**config.mk**
```make
export PLATFORM = sky130hd
export DESIGN_NAME = sqw_gen
export DESIGN_NICKNAME = d
export VERILOG_FILES = /design/src/rtl/sqw_pkg.sv /design/src/rtl/sqw_tb_sync.sv /design/src/rtl/sqw_divider.sv /design/src/rtl/sqw_rate_sel.sv /design/src/rtl/sqw_pin_mux.sv /design/src/rtl/sqw_gen.sv
export SDC_FILE = /design/constraint.sdc
export NUM_CORES = 1
export LEC_CHECK = 0
export BUFFER_PORTS_ARGS = -buffer_cell sky130_fd_sc_hd__buf_2
export CAP_MARGIN = 5
export CORE_MARGIN = 2
export CORE_UTILIZATION = 30
export CTS_CLUSTER_SIZE = 16
export DETAILED_ROUTE_END_ITERATION = 6
export SYNTH_ARGS = -nofsm -noshare
export SYNTH_HDL_FRONTEND = slang
export SYNTH_SLANG_ARGS = --single-unit
```
**constraint.sdc**
```tcl
create_clock -name clk -period 1.35 [get_ports clk]
set_input_delay 0.27 -clock clk [delete_from_list [all_inputs] [get_ports clk]]
set_output_delay 0.27 -clock clk [all_outputs]
set_load 0.01 [all_outputs]
```
**src/rtl/sqw_pkg.sv**
```systemverilog
// Package: shared encodings of the square wave generator.
// Assumes: rate codes are fixed by the register field that feeds rate_sel.
package sqw_pkg;

    // Output rate code carried on rate_sel
    typedef enum logic [1:0] {
        RATE_SLOW = 2'b00,
        RATE_MID  = 2'b01,
        RATE_FAST = 2'b10,
        RATE_PASS = 2'b11
    } sqw_rate_e;

    // Source that currently owns the shared pin
    typedef enum logic [1:0] {
        SRC_IRQ  = 2'b00,
        SRC_WAVE = 2'b01,
        SRC_CAL  = 2'b10
    } pin_src_e;

endpackage

```
**src/rtl/sqw_tb_sync.sv**
```systemverilog
// Module: sqw_tb_sync
// Brings the asynchronous timebase level into the clk domain and flags its
// rising edges. Assumes: each timebase half period lasts at least two clk cycles.
// Outputs: tb_lvl, the level delayed by SYNC_STAGES+1 registers, and tb_rise,
// a one-cycle strobe aligned with tb_lvl.
module sqw_tb_sync #(
    parameter int SYNC_STAGES = 2
) (
    input  logic clk,
    input  logic rst_n,
    input  logic tb_async,
    output logic tb_lvl,
    output logic tb_rise
);
    localparam int DEPTH = SYNC_STAGES + 1;

    logic [DEPTH-1:0] sr_q;

    // Shift the raw timebase through the synchronizer chain plus one history stage
    always_ff @(posedge clk) begin
        if (!rst_n) sr_q <= '0;
        else        sr_q <= {sr_q[DEPTH-2:0], tb_async};
    end

    // Rising edge: newest synchronized sample high, history stage still low
    always_comb begin
        tb_lvl  = sr_q[DEPTH-1];
        tb_rise = sr_q[DEPTH-2] & ~sr_q[DEPTH-1];
    end

    // A rising-edge strobe lasts one cycle only (R9 timing path)
    assert_rise_single_R9: assert property (@(posedge clk) disable iff (!rst_n)
        tb_rise |=> !tb_rise);

endmodule

```
**src/rtl/sqw_divider.sv**
```systemverilog
// Module: sqw_divider
// Free-running binary counter of timebase rising edges; exposes three tap bits.
// Assumes: TAP_* are below DIV_W. The counter never restarts except on reset.
module sqw_divider #(
    parameter int DIV_W     = 15,
    parameter int TAP_SLOW  = 14,
    parameter int TAP_MID   = 5,
    parameter int TAP_FAST  = 2
) (
    input  logic       clk,
    input  logic       rst_n,
    input  logic       step,
    output logic [2:0] taps
);
    logic [DIV_W-1:0] cnt_q;

    // Count one per timebase rising edge, wrapping at 2^DIV_W
    always_ff @(posedge clk) begin
        if (!rst_n)    cnt_q <= '0;
        else if (step) cnt_q <= cnt_q + 1'b1;
    end

    // Present the chosen bits, slowest in bit 2
    always_comb begin
        taps = {cnt_q[TAP_SLOW], cnt_q[TAP_MID], cnt_q[TAP_FAST]};
    end

    assert_div_step_R8: assert property (@(posedge clk) disable iff (!rst_n)
        step |=> cnt_q == $past(cnt_q) + 1'b1);
    assert_div_hold_R8: assert property (@(posedge clk) disable iff (!rst_n)
        !step |=> $stable(cnt_q));
    assert_div_reset_R9: assert property (@(posedge clk)
        !rst_n |=> cnt_q == '0);

endmodule

```
**src/rtl/sqw_rate_sel.sv**
```systemverilog
// Module: sqw_rate_sel
// Picks the square wave for the current rate code. Purely combinational.
// Assumes: taps[2] slow, taps[1] mid, taps[0] fast; level is the timebase.
module sqw_rate_sel
    import sqw_pkg::*;
(
    input  logic [2:0] taps,
    input  logic       level,
    input  logic [1:0] rate,
    output logic       wave
);
    // Map the rate code onto a divider tap or the timebase itself
    always_comb begin
        unique case (sqw_rate_e'(rate))
            RATE_SLOW: wave = taps[2];
            RATE_MID:  wave = taps[1];
            RATE_FAST: wave = taps[0];
            default:   wave = level;
        endcase
    end

endmodule

```
**src/rtl/sqw_pin_mux.sv**
```systemverilog
// Module: sqw_pin_mux
// Registered priority selector for the shared pin: calibration, then square
// wave (if enabled and not on backup power), then interrupt.
// Assumes: all inputs are in the clk domain. The register keeps the pin
// free of glitches when the source changes.
module sqw_pin_mux
    import sqw_pkg::*;
(
    input  logic clk,
    input  logic rst_n,
    input  logic cal_en,
    input  logic cal_sig,
    input  logic wave_en,
    input  logic on_backup,
    input  logic wave,
    input  logic irq_in,
    output logic pin_q
);
    pin_src_e src;
    logic     pin_d;

    // Decide which source owns the pin this cycle
    always_comb begin
        if (cal_en)                     src = SRC_CAL;
        else if (wave_en && !on_backup) src = SRC_WAVE;
        else                            src = SRC_IRQ;
    end

    // Route the chosen source
    always_comb begin
        unique case (src)
            SRC_CAL:  pin_d = cal_sig;
            SRC_WAVE: pin_d = wave;
            default:  pin_d = irq_in;
        endcase
    end

    // Register the pin so a source change lands on a clock edge
    always_ff @(posedge clk) begin
        if (!rst_n) pin_q <= 1'b0;
        else        pin_q <= pin_d;
    end

    assert_cal_wins_R5: assert property (@(posedge clk) disable iff (!rst_n)
        cal_en |=> pin_q == $past(cal_sig));
    assert_backup_mute_R6: assert property (@(posedge clk) disable iff (!rst_n)
        (!cal_en && on_backup) |=> pin_q == $past(irq_in));
    assert_disabled_irq_R7: assert property (@(posedge clk) disable iff (!rst_n)
        (!cal_en && !wave_en) |=> pin_q == $past(irq_in));
    assert_pin_reset_R9: assert property (@(posedge clk)
        !rst_n |=> pin_q == 1'b0);

endmodule

```
**src/rtl/sqw_gen.sv**
```systemverilog
// Module: sqw_gen (top)
// Square wave generator with a shared interrupt/calibration pin.
// Assumes: tbase_in is a 32.768 kHz level whose half period spans at least
// two clk cycles. The default taps give 1 Hz, 512 Hz and 4096 Hz.
module sqw_gen #(
    parameter int DIV_W       = 15,
    parameter int TAP_SLOW    = 14,
    parameter int TAP_MID     = 5,
    parameter int TAP_FAST    = 2,
    parameter int SYNC_STAGES = 2
) (
    input  logic       clk,
    input  logic       rst_n,
    input  logic       tbase_in,
    input  logic [1:0] rate_sel,
    input  logic       wave_en,
    input  logic       cal_en,
    input  logic       cal_sig,
    input  logic       irq_in,
    input  logic       on_backup,
    output logic       pin_out
);
    logic       tb_lvl;
    logic       tb_rise;
    logic [2:0] taps;
    logic       wave;

    sqw_tb_sync #(.SYNC_STAGES(SYNC_STAGES)) u_sync (
        .clk      (clk),
        .rst_n    (rst_n),
        .tb_async (tbase_in),
        .tb_lvl   (tb_lvl),
        .tb_rise  (tb_rise)
    );

    sqw_divider #(
        .DIV_W    (DIV_W),
        .TAP_SLOW (TAP_SLOW),
        .TAP_MID  (TAP_MID),
        .TAP_FAST (TAP_FAST)
    ) u_div (
        .clk   (clk),
        .rst_n (rst_n),
        .step  (tb_rise),
        .taps  (taps)
    );

    sqw_rate_sel u_sel (
        .taps  (taps),
        .level (tb_lvl),
        .rate  (rate_sel),
        .wave  (wave)
    );

    sqw_pin_mux u_mux (
        .clk       (clk),
        .rst_n     (rst_n),
        .cal_en    (cal_en),
        .cal_sig   (cal_sig),
        .wave_en   (wave_en),
        .on_backup (on_backup),
        .wave      (wave),
        .irq_in    (irq_in),
        .pin_q     (pin_out)
    );

    // Timebase pass-through rate puts the synchronized level on the pin
    assert_pass_level_R4: assert property (@(posedge clk) disable iff (!rst_n)
        (!cal_en && wave_en && !on_backup && rate_sel == 2'b11)
        |=> pin_out == $past(tb_lvl));

endmodule

```
==> results.json <==
{
  "status": "complete, but fails checks",
  "violations": "setup timing",
  "vias": 825,
  "cp.required_ps": 1590,
  "ys_seq_area_share_pct": 42.6,
  "p_per_area_mw_per_mm2": 765,
  "synth_enable_flop_cells": 0,
  "start_util_pct": 32.1,
  "antenna_found_initial": 0,
  "fmax_mhz": 715,
  "fp-row-count": 19,
  "cts.reportedPaths.clkPinSlew_ps": 110,
  "cp-start-kind": "flop",
  "drive_above_1_share_pct": 37.3,
  "die_x_um": 58.6,
  "irDropWorstVdd_mv": 0.617,
  "finalHoldViolCount": 0,
  "tightest_slew_ps": 295,
  "cts_tree": "built",
  "setup_viol": 6,
  "rsz0062_at_grt": "true",
  "finalCritPeriodShare_pct": 104,
  "grt_max_degree": 18,
  "yosysWarnings": 0,
  "place_congestion": 0.731,
  "io_buffers": 10,
  "power_uw": 925,
  "core_area_mm2": 0.00278,
  "area_growth_syn_to_layout_pct": 35.3,
  "cts_hold_buf": 0,
  "dpl_worst_slack_ps": -124,
  "netlist.area_leader.share_pct": 42.6,
  "crit_path_max_fanout": 4,
  "clock_latency_ps": 300,
  "fin_area_mm2": 0.00121,
  "remaining_drc_errors": 0,
  "grt_overflow": 0,
  "dieArea_mm2": 0.00343,
  "cts_root_buf": "clkbuf_4",
  "grt_pass1_wl_um": 3200,
  "arrival_ps": 1630,
  "synth_area_leaders": "dfxtp_1, mux2i_1, nand2_1",
  "wl_per_cell_um": 13.5,
  "final.setup.worst_slack_ps": -48.1,
  "drt.antenna.violating_nets": 0,
  "cts_buffer_depth": 2,
  "min_path_cells": 2,
  "first_global_vias": 739,
  "path_class": "reg2reg",
  "finClkSkew_ps": 2.82,
  "period_needed_ps": 1400,
  "drtIter0Drc": 16,
  "viasPerCell": 5.25,
  "ys_async_sr_fraction_pct": 0,
  "setup-tns-final_ps": -168,
  "yosysMostFrequentCell": "dfxtp_1",
  "cts_buffers": 3,
  "ys_top_cells_by_count": "dfxtp_1, nand2_1, mux2i_1",
  "syn_area_um2": 893,
  "nets": 138,
  "endpoint_kind": "flop",
  "p_leak_uw": 0.000492,
  "yosys.cell_types.count": 28,
  "synth_area_per_cell_um2": 9.02,
  "ys.flop_type": "dfxtp_1",
  "report.final.slew_viol_count": 0,
  "layoutNonFillerInstCount": 157,
  "hpwl_um": 1330,
  "ys_ff_latch": 19,
  "syn-instance-count": 99,
  "cts_sinks": 19,
  "routed_wl_um": 2130,
  "firstDrtPassIters": 5,
  "ioPinCount": 11,
  "syn-num-nets": 110,
  "synth_largest_area_cell": "dfxtp_1",
  "drv_cap": 0,
  "r2r_cells": 5,
  "die_height_um": 58.6,
  "diodes": 0,
  "place_area_mm2": 0.00106,
  "relSlewSlack_pct": 80.2,
  "hp-class": "in2reg",
  "htreeDepth": 1,
  "dp_cells": 149,
  "grt_usage_pct": 12.3
}
cell usage in the layout (no fill, tap or decap), types with 4 or more instances in the layout:
master,synthesis,layout
nand2b_1,5,5
buf_2,0,10
inv_1,5,5
dfxtp_1,19,13
mux2i_1,9,9
nand2_1,11,10
buf_4,0,13
dfxtp_2,0,5
a21oi_1,7,6
o21ai_0,4,4
nand4_1,4,4
report_power, final:
group	switching [uW]	total [uW]	internal, uW
sequential	5.59	573	567
clock	180	290	111
combinational	30.8	61.5	30.7
state kept, by name (all words and copies together), names as in the netlist:
signal,flops
u_sync.sr_q,3
u_mux.pin_q,1
u_div.cnt_q,15
kinds of logic (layout without fill, tap and decap cells):
family          Yosys count  count (layout)  synth area share, %
buf+inv                   7              33                 2.94
mux                       9               9                 10.1
fa+ha+maj                 1               1                 1.40
xor+xnor                  2               2                 1.96
compound gates           15              15                 9.38
flops                    19              19                 42.6
simple gates             46              47                 31.7
worst max-delay path: stages (launching register included):
cell	delay (ps)
dfxtp_2	370
ha_4	140
nand4b_1	170
buf_4	190
or3_1	320
a21oi_2	140
metrics by stage:
stage | utilization (%) | hold WS [ps]
2_1_floorplan | - | 397
3_3_place_gp | 38.0 | 416
3_5_place_dp | 38.0 | 429
4_1_cts | 40.4 | 160
5_1_grt | 43.5 | 137
6_report | 43.5 | 169
what timing repair did:
action	CTS	global route
setup buffers	2	1
cloned	0	1
pin swaps	3	2
endpoints found under the hold margin	0	0
setup endpoints to repair	10	13
resized for setup	5	13
final timing paths:
kind	slack, ps	to	startpoint
setup reg to reg	-50	u_div.cnt_q[4]	u_div.cnt_q[1]
hold reg to reg	450	u_sync.sr_q[1]	u_sync.sr_q[0]
hold / removal	170	u_sync.sr_q[0]	tbase_in
setup / recovery	-50	u_div.cnt_q[4]	u_div.cnt_q[1]
area by class of cell:
class / count / area (um2)
Fill cell: 278 / 1570
Multi-Input combinational cell: 74 / 582
Sequential cell: 19 / 390
Timing Repair Buffer: 23 / 148
Tap cell: 31 / 38.8
Clock buffer: 3 / 22.5
Inverter: 6 / 22.5
Clock inverter: 1 / 5.00
per-layer routing:
metal / share of wire, % / vias to the layer above / routed length, um / global-route usage, %
met4: 0.61 / 0 / 13 / 2.92
li1: - / 420 / - / -
met2: 51 / 18 / 1090 / 20.4
met3: 3.7 / 2 / 79 / 3.96
met1: 44 / 385 / 938 / 15.6
met5: 0 / - / 0 / 0
Power figures use the tool's default switching activity.
